**src/rtl/serial_rx_pkg.sv**
```systemverilog
package serial_rx_pkg;
    localparam int BYTE_W = 8;
    localparam int CNT_W  = $clog2(BYTE_W) + 1;

    typedef enum logic [2:0] {
        BUS_IDLE,
        BUS_ADDR,
        BUS_ACK,
        BUS_DATA,
        BUS_SKIP
    } bus_state_e;

    typedef struct packed {
        logic              valid;
        logic              first;
        logic [BYTE_W-1:0] data;
    } rx_byte_t;

    typedef struct packed {
        logic clk_rise;
        logic clk_fall;
        logic start;
        logic stop;
    } line_evt_t;

    function automatic logic is_write_to(input logic [BYTE_W-1:0] b,
                                         input logic [BYTE_W-2:0] addr);
        return (b[BYTE_W-1:1] == addr) && !b[0];
    endfunction

    function automatic logic [BYTE_W-1:0] shift_in(input logic [BYTE_W-1:0] sh,
                                                   input logic bit_in);
        return {sh[BYTE_W-2:0], bit_in};
    endfunction
endpackage

```
**src/rtl/srx_sync.sv**
```systemverilog
module srx_sync #(
    parameter int   WIDTH  = 1,
    parameter int   STAGES = 2,
    parameter logic INIT   = 1'b1
) (
    input  logic             clk,
    input  logic             rst,
    input  logic [WIDTH-1:0] d,
    output logic [WIDTH-1:0] q
);
    logic [WIDTH-1:0] chain [STAGES];

    generate
        for (genvar s = 0; s < STAGES; s++) begin : g_stage
            always_ff @(posedge clk) begin
                if (rst) chain[s] <= {WIDTH{INIT}};
                else if (s == 0) chain[s] <= d;
                else chain[s] <= chain[(s == 0) ? 0 : s-1];
            end
        end
    endgenerate

    assign q = chain[STAGES-1];
endmodule

```
**src/rtl/srx_line_events.sv**
```systemverilog
module srx_line_events
    import serial_rx_pkg::*;
(
    input  logic      clk,
    input  logic      rst,
    input  logic      scl_s,
    input  logic      sda_s,
    output line_evt_t evt
);
    logic scl_d, sda_d;

    always_ff @(posedge clk) begin
        if (rst) begin
            scl_d <= 1'b1;
            sda_d <= 1'b1;
        end else begin
            scl_d <= scl_s;
            sda_d <= sda_s;
        end
    end

    always_comb begin
        evt.clk_rise = scl_s && !scl_d;
        evt.clk_fall = !scl_s && scl_d;
        evt.start    = scl_s && scl_d && sda_d && !sda_s;
        evt.stop     = scl_s && scl_d && !sda_d && sda_s;
    end
endmodule

```
**src/rtl/srx_shift_rx.sv**
```systemverilog
module srx_shift_rx
    import serial_rx_pkg::*;
(
    input  logic      clk,
    input  logic      rst,
    input  logic      en,
    input  logic      sel_s,
    input  line_evt_t evt,
    input  logic      sda_s,
    output rx_byte_t  rx
);
    logic [BYTE_W-1:0] sh;
    logic [CNT_W-1:0]  cnt;
    logic              first_pend;

    always_ff @(posedge clk) begin
        if (rst || !en || sel_s) begin
            sh         <= '0;
            cnt        <= '0;
            first_pend <= 1'b1;
            rx.valid   <= 1'b0;
            rx.first   <= 1'b0;
            if (rst) rx.data <= '0;
        end else begin
            rx.valid <= 1'b0;
            if (evt.clk_rise) begin
                sh <= shift_in(sh, sda_s);
                if (cnt == CNT_W'(BYTE_W - 1)) begin
                    cnt        <= '0;
                    rx.valid   <= 1'b1;
                    rx.first   <= first_pend;
                    rx.data    <= shift_in(sh, sda_s);
                    first_pend <= 1'b0;
                end else begin
                    cnt <= cnt + 1'b1;
                end
            end
        end
    end
endmodule

```
**src/rtl/srx_bus_rx.sv**
```systemverilog
module srx_bus_rx
    import serial_rx_pkg::*;
#(
    parameter logic [BYTE_W-2:0] DEV_ADDR = 7'h3D
) (
    input  logic      clk,
    input  logic      rst,
    input  logic      en,
    input  line_evt_t evt,
    input  logic      sda_s,
    output rx_byte_t  rx,
    output logic      pull_low
);
    bus_state_e        state;
    logic [BYTE_W-1:0] sh;
    logic [CNT_W-1:0]  cnt;
    logic              first_pend;
    logic              byte_full;

    assign byte_full = (cnt == CNT_W'(BYTE_W));

    always_ff @(posedge clk) begin
        if (rst || !en) begin
            state      <= BUS_IDLE;
            sh         <= '0;
            cnt        <= '0;
            first_pend <= 1'b0;
            pull_low   <= 1'b0;
            rx.valid   <= 1'b0;
            rx.first   <= 1'b0;
            if (rst) rx.data <= '0;
        end else begin
            rx.valid <= 1'b0;
            if (evt.start) begin
                state    <= BUS_ADDR;
                cnt      <= '0;
                pull_low <= 1'b0;
            end else if (evt.stop) begin
                state    <= BUS_IDLE;
                cnt      <= '0;
                pull_low <= 1'b0;
            end else begin
                unique case (state)
                    BUS_ADDR: begin
                        if (evt.clk_rise && !byte_full) begin
                            sh  <= shift_in(sh, sda_s);
                            cnt <= cnt + 1'b1;
                        end else if (evt.clk_fall && byte_full) begin
                            cnt <= '0;
                            if (is_write_to(sh, DEV_ADDR)) begin
                                pull_low   <= 1'b1;
                                first_pend <= 1'b1;
                                state      <= BUS_ACK;
                            end else begin
                                state <= BUS_SKIP;
                            end
                        end
                    end
                    BUS_DATA: begin
                        if (evt.clk_rise && !byte_full) begin
                            sh  <= shift_in(sh, sda_s);
                            cnt <= cnt + 1'b1;
                            if (cnt == CNT_W'(BYTE_W - 1)) begin
                                rx.valid   <= 1'b1;
                                rx.first   <= first_pend;
                                rx.data    <= shift_in(sh, sda_s);
                                first_pend <= 1'b0;
                            end
                        end else if (evt.clk_fall && byte_full) begin
                            cnt      <= '0;
                            pull_low <= 1'b1;
                            state    <= BUS_ACK;
                        end
                    end
                    BUS_ACK: begin
                        if (evt.clk_fall) begin
                            pull_low <= 1'b0;
                            state    <= BUS_DATA;
                        end
                    end
                    default: ;
                endcase
            end
        end
    end
endmodule

```
**src/rtl/dual_serial_rx.sv**
```systemverilog
module dual_serial_rx
    import serial_rx_pkg::*;
#(
    parameter logic [BYTE_W-2:0] DEV_ADDR    = 7'h3D,
    parameter int                SYNC_STAGES = 2
) (
    input  logic              clk,
    input  logic              rst,
    input  logic              mode_i2c,
    input  logic              sel_n,
    input  logic              sck,
    input  logic              sda,
    output logic              sda_oe,
    output logic              byte_valid,
    output logic [BYTE_W-1:0] byte_data,
    output logic              frame_start
);
    logic [2:0] pins_s;
    logic       scl_s, sda_s, sel_s;
    line_evt_t  evt;
    rx_byte_t   shift_rx, bus_rx;
    logic       bus_pull;

    srx_sync #(.WIDTH(3), .STAGES(SYNC_STAGES), .INIT(1'b1)) u_sync (
        .clk (clk),
        .rst (rst),
        .d   ({sel_n, sda, sck}),
        .q   (pins_s)
    );

    assign scl_s = pins_s[0];
    assign sda_s = pins_s[1];
    assign sel_s = pins_s[2];

    srx_line_events u_evt (
        .clk   (clk),
        .rst   (rst),
        .scl_s (scl_s),
        .sda_s (sda_s),
        .evt   (evt)
    );

    srx_shift_rx u_shift (
        .clk   (clk),
        .rst   (rst),
        .en    (!mode_i2c),
        .sel_s (sel_s),
        .evt   (evt),
        .sda_s (sda_s),
        .rx    (shift_rx)
    );

    srx_bus_rx #(.DEV_ADDR(DEV_ADDR)) u_bus (
        .clk      (clk),
        .rst      (rst),
        .en       (mode_i2c),
        .evt      (evt),
        .sda_s    (sda_s),
        .rx       (bus_rx),
        .pull_low (bus_pull)
    );

    always_comb begin
        if (mode_i2c) begin
            byte_valid  = bus_rx.valid;
            frame_start = bus_rx.valid && bus_rx.first;
            byte_data   = bus_rx.data;
            sda_oe      = bus_pull;
        end else begin
            byte_valid  = shift_rx.valid;
            frame_start = shift_rx.valid && shift_rx.first;
            byte_data   = shift_rx.data;
            sda_oe      = 1'b0;
        end
    end
endmodule

```
**config.mk**
```make
export PLATFORM = sky130hd
export DESIGN_NAME = dual_serial_rx
export DESIGN_NICKNAME = d
export VERILOG_FILES = /design/src/rtl/serial_rx_pkg.sv /design/src/rtl/srx_sync.sv /design/src/rtl/srx_line_events.sv /design/src/rtl/srx_shift_rx.sv /design/src/rtl/srx_bus_rx.sv /design/src/rtl/dual_serial_rx.sv
export SDC_FILE = /design/constraint.sdc
export NUM_CORES = 1
export LEC_CHECK = 0
export BUFFER_PORTS_ARGS = -buffer_cell sky130_fd_sc_hd__buf_2
export CORE_MARGIN = 2
export CORE_UTILIZATION = 25
export DETAILED_ROUTE_END_ITERATION = 8
export SYNTH_ARGS = -nofsm -noshare
export SYNTH_HDL_FRONTEND = slang
export SYNTH_SLANG_ARGS = --single-unit
```
**constraint.sdc**
```tcl
create_clock -name clk -period 4.1 [get_ports clk]
set_input_delay 0.205 -clock clk [delete_from_list [all_inputs] [get_ports clk]]
set_output_delay 0.205 -clock clk [all_outputs]
set_load 0.02 [all_outputs]
```
==> results of run 1 <==
worst max-delay path by stage:
stage / from / to / slack [ps] / cells after the start
floorplan: u_bus.cnt[0]$_SDFFE_PP0P_ / u_bus.rx[0]$_SDFFCE_PP0P_ / 2200 / 5
global placement: u_sync.chain[1][0]$_SDFF_PP1_ / u_bus.rx[4]$_SDFFCE_PP0P_ / 1850 / 3
detailed placement: u_sync.chain[1][0]$_SDFF_PP1_ / u_bus.rx[7]$_SDFFCE_PP0P_ / 1750 / 3
CTS: u_sync.chain[1][0]$_SDFF_PP1_ / u_bus.rx[5]$_SDFFCE_PP0P_ / 1740 / 3
global route: u_sync.chain[1][0]$_SDFF_PP1_ / u_bus.rx[5]$_SDFFCE_PP0P_ / 1540 / 3
finish: u_sync.chain[1][0]$_SDFF_PP1_ / u_bus.rx[5]$_SDFFCE_PP0P_ / 1750 / 3
metal layers:
layer  global-route usage (%)  share of wire [%]  vias up
li1                         -                  -      860
met1                    12.07                 48      773
met2                    15.28                 46       24
met3                    4.161                4.0        9
met4                    4.262                1.6        0
met5                        0                  0        -
power by group through the flow:
stage	Clock [uW]	Sequential (uW)	Combinational, uW
6_report	575	591	41.6
5_1_grt	618	592	46.5
4_1_cts	592	591	42.0
3_5_place_dp	0	604	41.8
3_3_place_gp	0	604	41.8
2_1_floorplan	0	602	31.4
final cells by class:
type,instances,area share [%]
multi-input combinational,167,35.98
clock buffer,9,4.514
timing repair buffer,16,2.918
sequential,57,47.42
clock inverter,7,3.420
tap,111,5.062
inverter,5,0.6840
registers in the layout (all words and copies together), names as in the netlist:
| name | flops |
|---|---|
| u_shift.cnt | 4 |
| u_bus.rx | 10 |
| u_sync.chain | 6 |
| u_bus.state | 3 |
| u_bus.sh | 8 |
| u_evt.scl_d | 1 |
| u_bus.cnt | 4 |
| u_bus.first_pend | 1 |
| u_shift.rx | 10 |
| u_shift.first_pend | 1 |
| u_evt.sda_d | 1 |
| u_shift.sh | 7 |
| u_bus.pull_low | 1 |
Yosys cell counts, drive strengths merged, types with 2 or more instances:
| cell | number | area [sq um] |
|---|---|---|
| nand2 | 44 | 167.7 |
| dfxtp | 41 | 820.8 |
| a21oi | 25 | 125.1 |
| edfxtp | 16 | 480.5 |
| and2 | 10 | 62.56 |
| nor2 | 10 | 37.54 |
| clkbuf | 9 | 33.78 |
| mux2 | 9 | 101.4 |
| or2 | 9 | 56.30 |
| and3 | 8 | 50.05 |
| inv | 5 | 18.77 |
| nand3 | 5 | 25.02 |
| nand2b | 4 | 25.02 |
| nor2b | 4 | 25.02 |
| o21ai | 4 | 20.01 |
| ha | 3 | 37.54 |
| mux2i | 3 | 30.03 |
| nand4 | 3 | 18.77 |
| nor3 | 3 | 15.01 |
| a31oi | 2 | 12.51 |
| buf | 2 | 10.01 |
| nand3b | 2 | 15.01 |
| nor4bb | 2 | 20.02 |
| o21bai | 2 | 15.01 |
| or3 | 2 | 12.51 |
| or3b | 2 | 20.02 |
through the flow:
stage          instances  area, sq um  setup WS, ps
4_1_cts              372         2744          1736
5_1_grt              372         2744          1536
6_report             372         2744          1745
3_5_place_dp         356         2526          1753
2_1_floorplan        240         2351          2199
3_3_place_gp         356         2526          1851
critical path, cell delays in order, from the launching register on:
cell	delay, ps
dfxtp_1	420
nor2b_1	610
nand4_1	320
o21bai_1	640
cells by family (layout without fill, tap and decap cells):
group                    after synthesis  count (layout)  share of synthesized area (%)
AND/OR/NAND/NOR                      111             111                          24.75
flip-flops                            57              57                          55.35
AO/OA/AOI/OAI                         39              39                          9.313
buffers and inverters                 16              37                          2.661
multiplexers                          12              12                          5.588
adder cells (fa/ha/maj)                3               3                          1.597
XOR/XNOR                               2               2                         0.7452
==> summary.md, run 1 <==
| Metric | Value |
|---|---|
| Initial Utilization | 25.56% |
| Commonest non-fill, non-tap cells in the layout | 43 x nand2_1, 41 x dfxtp_1, 25 x a21oi_1 |
| Vias in the first global route | approximately 1600 |
| Sw frac | about 22% |
| WHS Endpoint | u_sync.chain[0][1]$_SDFF_PP1_ |
| Top FF cell, synth | dfxtp_1 |
| RSZ-0062 raised after global routing | false |
| Synth cell types | 40 |
| Crit end category | flip-flop |
| Hold Path Origin | sda |
| Slew Viols, Final | 0 |
| CTS Hold Buffers Added | 0 |
| Reg clk slew, reported paths | approximately 70 ps |
| Vias | roughly 1700 |
| Synthesis-to-finish area growth | 16.71% |
| TritonRoute pass-1 iters | 4 |
| Post-DR vias/cell | 4.478 |
| Critical Path RT | about 4100 ps |
| HPWL Detailed | 3064 um |
| Antenna Nets Post-Route | 0 |
| Synthesized area | between 2000 and 2500 sq um |
| Setup bufs post-CTS | 0 |
| FILL cells | roughly 960 |
| Mean area per synthesized cell | 9.796 sq um |
| Synthesized Nets | ~250 |
| Int Power | around 940 uW |
| Post-Syn Instances | 240 |
| Diode count | 0 |
| Layout Skew | between 6 and 7 ps |
| Hold depth | 2 |
| Worst r2r path cells | 3 |
| Core Area | 9196 sq um |
| Port Buffers | 16 |
| Chip width | 101.0 um |
| CTS tree | yes |
| Setup TNS | 0 ps |
| Clk_lat worst skew | around 340 ps |
| Final setup fails | 0 |
| Multi-input gate area | approximately 1000 sq um |
| Peak supply drop | 0.1506 mV |
| Sink Count | 57 |
| Leak pwr | 0.0009958 uW |
| Max-cap violations | 0 |
| Row cnt | 35 |
| Resized cells post-CTS | 0 |
| CTS Buf Count | 9 |
| Routed WL per cell | approximately 12 um |
| Tmin final | 2355 ps |
| Net Sw Power | ~260 uW |
| Tightest Pin Transition | around 700 ps |
| Root Driver | clkbuf_8 |
| Power density cells | 440.1 nW/um^2 |
| Async S/R FF share, synth | 0% |
| Worst r2r src | u_sync.chain[1][0]$_SDFF_PP1_ |
| Flops & latches, synth | 57 |
| Final Hold Fails | 0 |
| Fmax | 0.4247 GHz |
| Sequential share of the synthesized area | a little under three fifths |
| Outcome | complete, no violations |
| Sequential power share | roughly half |
| Overall power | between 1000 and 1500 uW |
| Hold WS | about 48 ps |
| GRT Util Overall | about a tenth |
| Number of flops mapped to enable cells by yosys | 16 |
| First-pass GRT wire length | roughly 7600 um |
| Initial antenna violation count | 0 |
| Die height | about 100 um |
| Crit Path Category | reg2reg |
| Nets | about 270 |
| Register area | around 1300 sq um |
| R2R Setup Slk | around 1700 ps |
| Synth Warn # | 0 |
| Slew HR | between 50% and 60% |
| Share of layout cells above drive strength 1 | roughly 21% |
| Comb power frac | under 10% |
| Largest net degree at the start of global routing | 17 |
| Crit path launch type | flip-flop |
| Most common cell after layout, fill and taps aside | nand2_1 |
| Critical Path AT | 2330 ps |
| Total Wirelength | 4478 um |
| Initial DRC count | 56 |
| Grt total ovfl | 0 |
| Die area | roughly 10000 sq um |
| GPL Wtd Cong | roughly 0.76 |
| H-tree Lvls | 3 |
| Top Ports | 17 |
| Utilization after layout | between 20 and 30% |
| CP max FO | 11 |
| Final Cycle Share | between 50% and 60% |
| Clock Power Share | 47.6% |
| Type of the most critical hold path | in2reg |
| # DRC | 0 |
| CTS max path bufs | 2 |
| RR Endpoint | u_bus.rx[5]$_SDFFCE_PP0P_ |
No activity file was read; power rests on OpenSTA's default activity.
==> inputs of run 2 (changes only) <==
Clock period 4.1 ns to 2.2 ns, I/O delays scaled along.
==> run 2 against run 1 <==
  * Global-route usage fell by 0.20 points
  * Flip-flop and latch count did not move
  * Via count rose by 2.5%
  * Highest routed layer unchanged
==> summary.md, run 2 (synthesized netlist as in run 1, its figures left out) <==
| Metric | Value |
|---|---|
| Outcome | complete, no violations |
| # DRC | 0 |
| Power density cells | around 770 nW/um^2 |
| Commonest non-fill, non-tap cells in the layout | 43 x nand2_1, 41 x dfxtp_1, 25 x a21oi_1 |
| Largest net degree at the start of global routing | 17 |
| Vias in the first global route | approximately 1600 |
| Clk_lat worst skew | 340 ps |
| Tightest Pin Transition | about 650 ps |
| Slew Viols, Final | 0 |
| Reg clk slew, reported paths | about 70 ps |
| Final Cycle Share | approximately 80% |
| Post-DR vias/cell | between 4 and 5 |
| Die area | roughly 10000 sq um |
| H-tree Lvls | 3 |
| Initial DRC count | 97 |
| CTS max path bufs | 2 |
| Utilization after layout | between 30% and 40% |
| Vias | 1708 |
| Routed WL per cell | around 12 um |
| Sink Count | 57 |
| TritonRoute pass-1 iters | 4 |
| Cell Chain, Critical Path | ha_1 -> and3b_1 -> nand4_1 -> o21bai_1 -> buf_4 |
| Initial Utilization | 25.56% |
| Critical Path AT | between 1500 and 2000 ps |
| Slew HR | between 50% and 60% |
| Crit path buffers/inverters | 1 |
| Top Ports | 17 |
| Root Driver | clkbuf_8 |
| Type of the most critical hold path | in2reg |
| GPL Wtd Cong | 0.7823 |
| CTS Buf Count | 9 |
| Dominant delay contributor by cell family on the critical path | simple AND/OR/NAND/NOR gates |
| Final Hold Fails | 0 |
| Critical Path RT | around 2300 ps |
| Total Wirelength | approximately 4400 um |
| First-pass GRT wire length | 7590 um |
| Peak supply drop | approximately 0.30 mV |
| Diode count | 0 |
| Grt total ovfl | 0 |
| HPWL Detailed | approximately 3100 um |
| Antenna Nets Post-Route | 0 |
| Crit path launch type | flip-flop |
| Fmax | between 0.5 and 0.6 GHz |
| CTS tree | yes |
| Largest regs | u_bus.rx (10), u_shift.rx (10), u_bus.sh (8) |
| CTS Hold Buffers Added | 3 |
| Critical path's slowest cell | dfxtp_1 |
| Chip width | slightly above 100 um |
| Max-cap violations | 0 |
| Crit end category | flip-flop |
| Tmin final | between 1500 and 2000 ps |
| GRT Util Overall | under 10% |
| Overall power | 2165 uW |
| Fin area | roughly 2800 sq um |
| CP max FO | 9 |
| RSZ-0062 raised after global routing | false |
| Dpl cell area | 2564 sq um |
| Nets | 273 |
| Most common cell after layout, fill and taps aside | nand2_1 |
| Synthesis-to-finish area growth | 18.95% |
| Crit Path Category | reg2reg |
| Leak pwr | around 0.001 uW |
| Resized cells post-CTS | 0 |
| Setup TNS | 0 ps |
| Port Buffers | 16 |
| Core Area | between 9000 and 10000 sq um |
| Row cnt | 35 |
| Initial antenna violation count | 0 |
| Setup bufs post-CTS | 0 |
| Layout Skew | between 10 and 15 ps |
| Share of layout cells above drive strength 1 | approximately 22% |
| Final setup fails | 0 |
| Die height | 101.0 um |
| Slowest stage delay, CP | 390 ps |
## run 2: cell count changes in the layout (fill, tap and decap cells not counted), sizes merged
| cell | previous run | this run |
|---|---|---|
| bufinv | 2 | 1 |
| dlygate4sd3 | 0 | 3 |
| buf | 16 | 21 |
| clkinvlp | 2 | 3 |
## run 2: worst paths after layout
path | startpoint | to | slack [ps] | depth (start not counted)
min | rst | u_evt.sda_d$_SDFF_PP1_ | 140 | 2
max reg2reg | u_bus.cnt[1]$_SDFFE_PP0P_ | u_bus.rx[6]$_SDFFCE_PP0P_ | 420 | 5
min reg2reg | u_sync.chain[0][0]$_SDFF_PP1_ | u_sync.chain[1][0]$_SDFF_PP1_ | 410 | 1
max | u_bus.cnt[1]$_SDFFE_PP0P_ | u_bus.rx[6]$_SDFFCE_PP0P_ | 420 | 5
## run 2: layout make-up
type,instances,area (sq um)
inverters,5,18.77
repair buffers,24,147.6
well taps,111,138.9
flip-flops and latches,57,1301
clock inverters,7,78.83
clock buffers,9,123.9
fillers,938,6400
multi-input cells,167,987.2
## run 2: report_power, final
part	total, uW	internal (uW)	switching (uW)	leakage (uW)
clock	977	529	448	0.0000921
combinational	86.5	36.4	50.1	0.000431
sequential	1100	1090	8.02	0.000495
## run 2: routing by layer
| metal | wire length, um | vias up | global-route usage [%] | part of all wire [%] |
|---|---|---|---|---|
| li1 | - | 877 | - | - |
| met1 | 2163 | 797 | 11.72 | 49 |
| met2 | 1988 | 26 | 15.03 | 45 |
| met3 | 191 | 8 | 4.022 | 4.3 |
| met4 | 80 | 0 | 4.366 | 1.8 |
| met5 | 0 | - | 0 | 0 |
## run 2: through the flow
step | worst slack [ps] | hold WS [ps] | instances
floorplan | 298.6 | 213.8 | 240
global placement | 488.7 | 294.6 | 361
detailed placement | 407.5 | 293.6 | 361
CTS | 400.0 | 123.2 | 380
global route | 244.7 | 175.0 | 380
finish | 417.9 | 143.1 | 380
==> inputs of run 3 (changes only) <==
Clock period 2.2 ns to 1.6 ns, I/O delays scaled along.
==> run 3 against run 2 <==
  * Critical path depth down 1
  * Power rose by 44%
  * Via count is 5.5% higher
  * Non-clock buffer count is 13 higher
  * Cell count rose by 3.4%
  * Worst setup slack worse by 330 ps
  * Worst hold slack got worse by 19 ps
  * Flip-flop and latch count unchanged
  * Clock power grew 50%
  * Utilization rose by 1.5 points
  * Register-to-register slack lost 330 ps
==> summary.md, run 3 (synthesized netlist as in run 1, its figures left out) <==
| Metric | Value |
|---|---|
| Outcome | complete, no violations |
| Sink Count | 57 |
| H-tree Lvls | 3 |
| Final Hold Fails | 0 |
| Met3 usage | 3.606% |
| Vias in the first global route | between 1500 and 2000 |
| Tightest Pin Transition | roughly 430 ps |
| # DRC | 0 |
| Critical Path AT | around 1800 ps |
| Slew HR | a little under three quarters |
| Synthesis-to-finish area growth | 24.96% |
| Initial DRC count | 97 |
| Max-cap violations | 0 |
| Die area | slightly above 10000 sq um |
| M2 GR Usage | about 16% |
| M1 GR Usage | 12.66% |
| Final Cycle Share | 94.59% |
| Post-DR vias/cell | between 4 and 5 |
| Tmin final | approximately 1500 ps |
| Share of layout cells above drive strength 1 | approximately 28% |
| Utilization after layout | between 30% and 40% |
| R2R Setup Slk | a little under 90 ps |
| HPWL Detailed | 3268 um |
| Initial Utilization | 25.56% |
| Clock Power Share | 47.2% |
| CTS Buf Count | 9 |
| Worst r2r src | u_bus.state[0]$_SDFFE_PP0P_ |
| Total Wirelength | between 4000 and 5000 um |
| GR peak layer | met2 |
| Setup TNS | 0 ps |
| CTS tree | yes |
| Fin cells | roughly 390 |
| Hold WS | about 120 ps |
| Comb power frac | about 4.4% |
| GRT Util Overall | between 10% and 20% |
| Top Ports | 17 |
| Fmax | ~0.66 GHz |
| Vias | about 1800 |
| CP max FO | 7 |
| Power density cells | between 1000 and 1500 nW/um^2 |
| Slew Viols, Final | 0 |
| Hold depth | 3 |
| Routed WL per cell | about 12 um |
| RR Endpoint | u_bus.state[0]$_SDFFE_PP0P_ |
| Largest net degree at the start of global routing | 16 |
| Most common cell after layout, fill and taps aside | nand2_1 |
| Sw frac | 21.88% |
| Crit Path Category | reg2reg |
| Worst r2r path cells | 4 |
| Clk_lat worst skew | 330 ps |
| Reg clk slew, reported paths | roughly 70 ps |
| Core Area | approximately 9200 sq um |
| Antenna Nets Post-Route | 0 |
| First-pass GRT wire length | approximately 8000 um |
| Layout Skew | slightly below 6 ps |
| Initial antenna violation count | 0 |
| Nets | roughly 290 |
| Chip width | around 100 um |
| Crit end category | flip-flop |
| Hold Path Origin | rst |
| Sequential power share | approximately half |
| Critical Path RT | between 1500 and 2000 ps |
| Largest regs | u_bus.rx (10), u_shift.rx (10), u_bus.sh (8) |
| Root Driver | clkbuf_8 |
| Type of the most critical hold path | in2reg |
| Net Sw Power | a little under 700 uW |
| Crit path launch type | flip-flop |
| Peak supply drop | 0.4741 mV |
| Diode count | 0 |
| Final setup fails | 0 |
| Commonest non-fill, non-tap cells in the layout | 43 x nand2_1, 39 x dfxtp_1, 25 x a21oi_1 |
| GPL Wtd Cong | between 0.8 and 0.9 |
| Row cnt | 35 |
| WHS Endpoint | u_shift.rx[9]$_SDFF_PP0_ |
| Int Power | around 2400 uW |
| Placed insts | around 370 |
| CTS max path bufs | 2 |
| Overall power | 3121 uW |
| Grt total ovfl | 0 |
| Leak pwr | around 0.0011 uW |
| Die height | around 100 um |
| TritonRoute pass-1 iters | 4 |
| Port Buffers | 16 |
run 3: worst max-delay path, stage by stage, from the launching register on:
cell and delay (ps):
dfxtp_1 380, or3b_4 430, o21bai_1 160, a221o_1 340, mux2i_1 130
run 3: area by class of cell:
| class | instances | area, sq um |
|---|---|---|
| Clock buffer | 9 | 123.9 |
| Clock inverter | 7 | 93.84 |
| Fill cell | 952 | 6259 |
| Inverter | 5 | 18.77 |
| Multi-Input combinational cell | 167 | 1013 |
| Sequential cell | 57 | 1304 |
| Tap cell | 111 | 138.9 |
| Timing Repair Buffer | 37 | 245.2 |
run 3: how the worst max path moves through the flow:
| stage | end | start | slack [ps] |
|---|---|---|---|
| 2_1_floorplan | u_bus.rx[0]$_SDFFCE_PP0P_ | u_bus.cnt[1]$_SDFFE_PP0P_ | -1 |
| 3_3_place_gp | u_bus.rx[4]$_SDFFCE_PP0P_ | u_bus.cnt[1]$_SDFFE_PP0P_ | 100 |
| 3_5_place_dp | u_bus.cnt[2]$_SDFFE_PP0P_ | u_bus.cnt[0]$_SDFFE_PP0P_ | 30 |
| 5_1_grt | u_bus.cnt[3]$_SDFFE_PP0P_ | u_bus.cnt[0]$_SDFFE_PP0P_ | -20 |
| 6_report | u_bus.state[0]$_SDFFE_PP0P_ | u_bus.state[0]$_SDFFE_PP0P_ | 90 |
| 4_1_cts | u_bus.cnt[2]$_SDFFE_PP0P_ | u_bus.cnt[0]$_SDFFE_PP0P_ | 30 |
run 3: metal layers:
layer	part of all wire [%]	vias to the layer above
met1	47	839
met2	45	49
met5	0	-
met4	2.2	0
li1	-	904
met3	6.1	10
run 3: repair_timing:
item | CTS | global route
hold buffers | 3 | 0
hold endpoints to repair | 3 | 0
setup endpoints to repair | 0 | 28
resized for setup | 0 | 4
buffers inserted | 0 | 3
run 3: power by group through the flow:
stage               Sequential [uW]  Combinational (uW)  Clock [uW]
global placement               1540                 129           0
global route                   1510                 150        1580
CTS                            1510                 137        1510
detailed placement             1540                 131           0
floorplan                      1540                83.0           0
finish                         1510                 137        1470
run 3: stage by stage:
step / instance area (sq um) / worst slack [ps]
4_1_cts: 2903 / 27.50
5_1_grt: 2938 / -21.71
2_1_floorplan: 2369 / -1.136
3_5_place_dp: 2655 / 27.36
6_report: 2938 / 86.62
3_3_place_gp: 2655 / 104.5
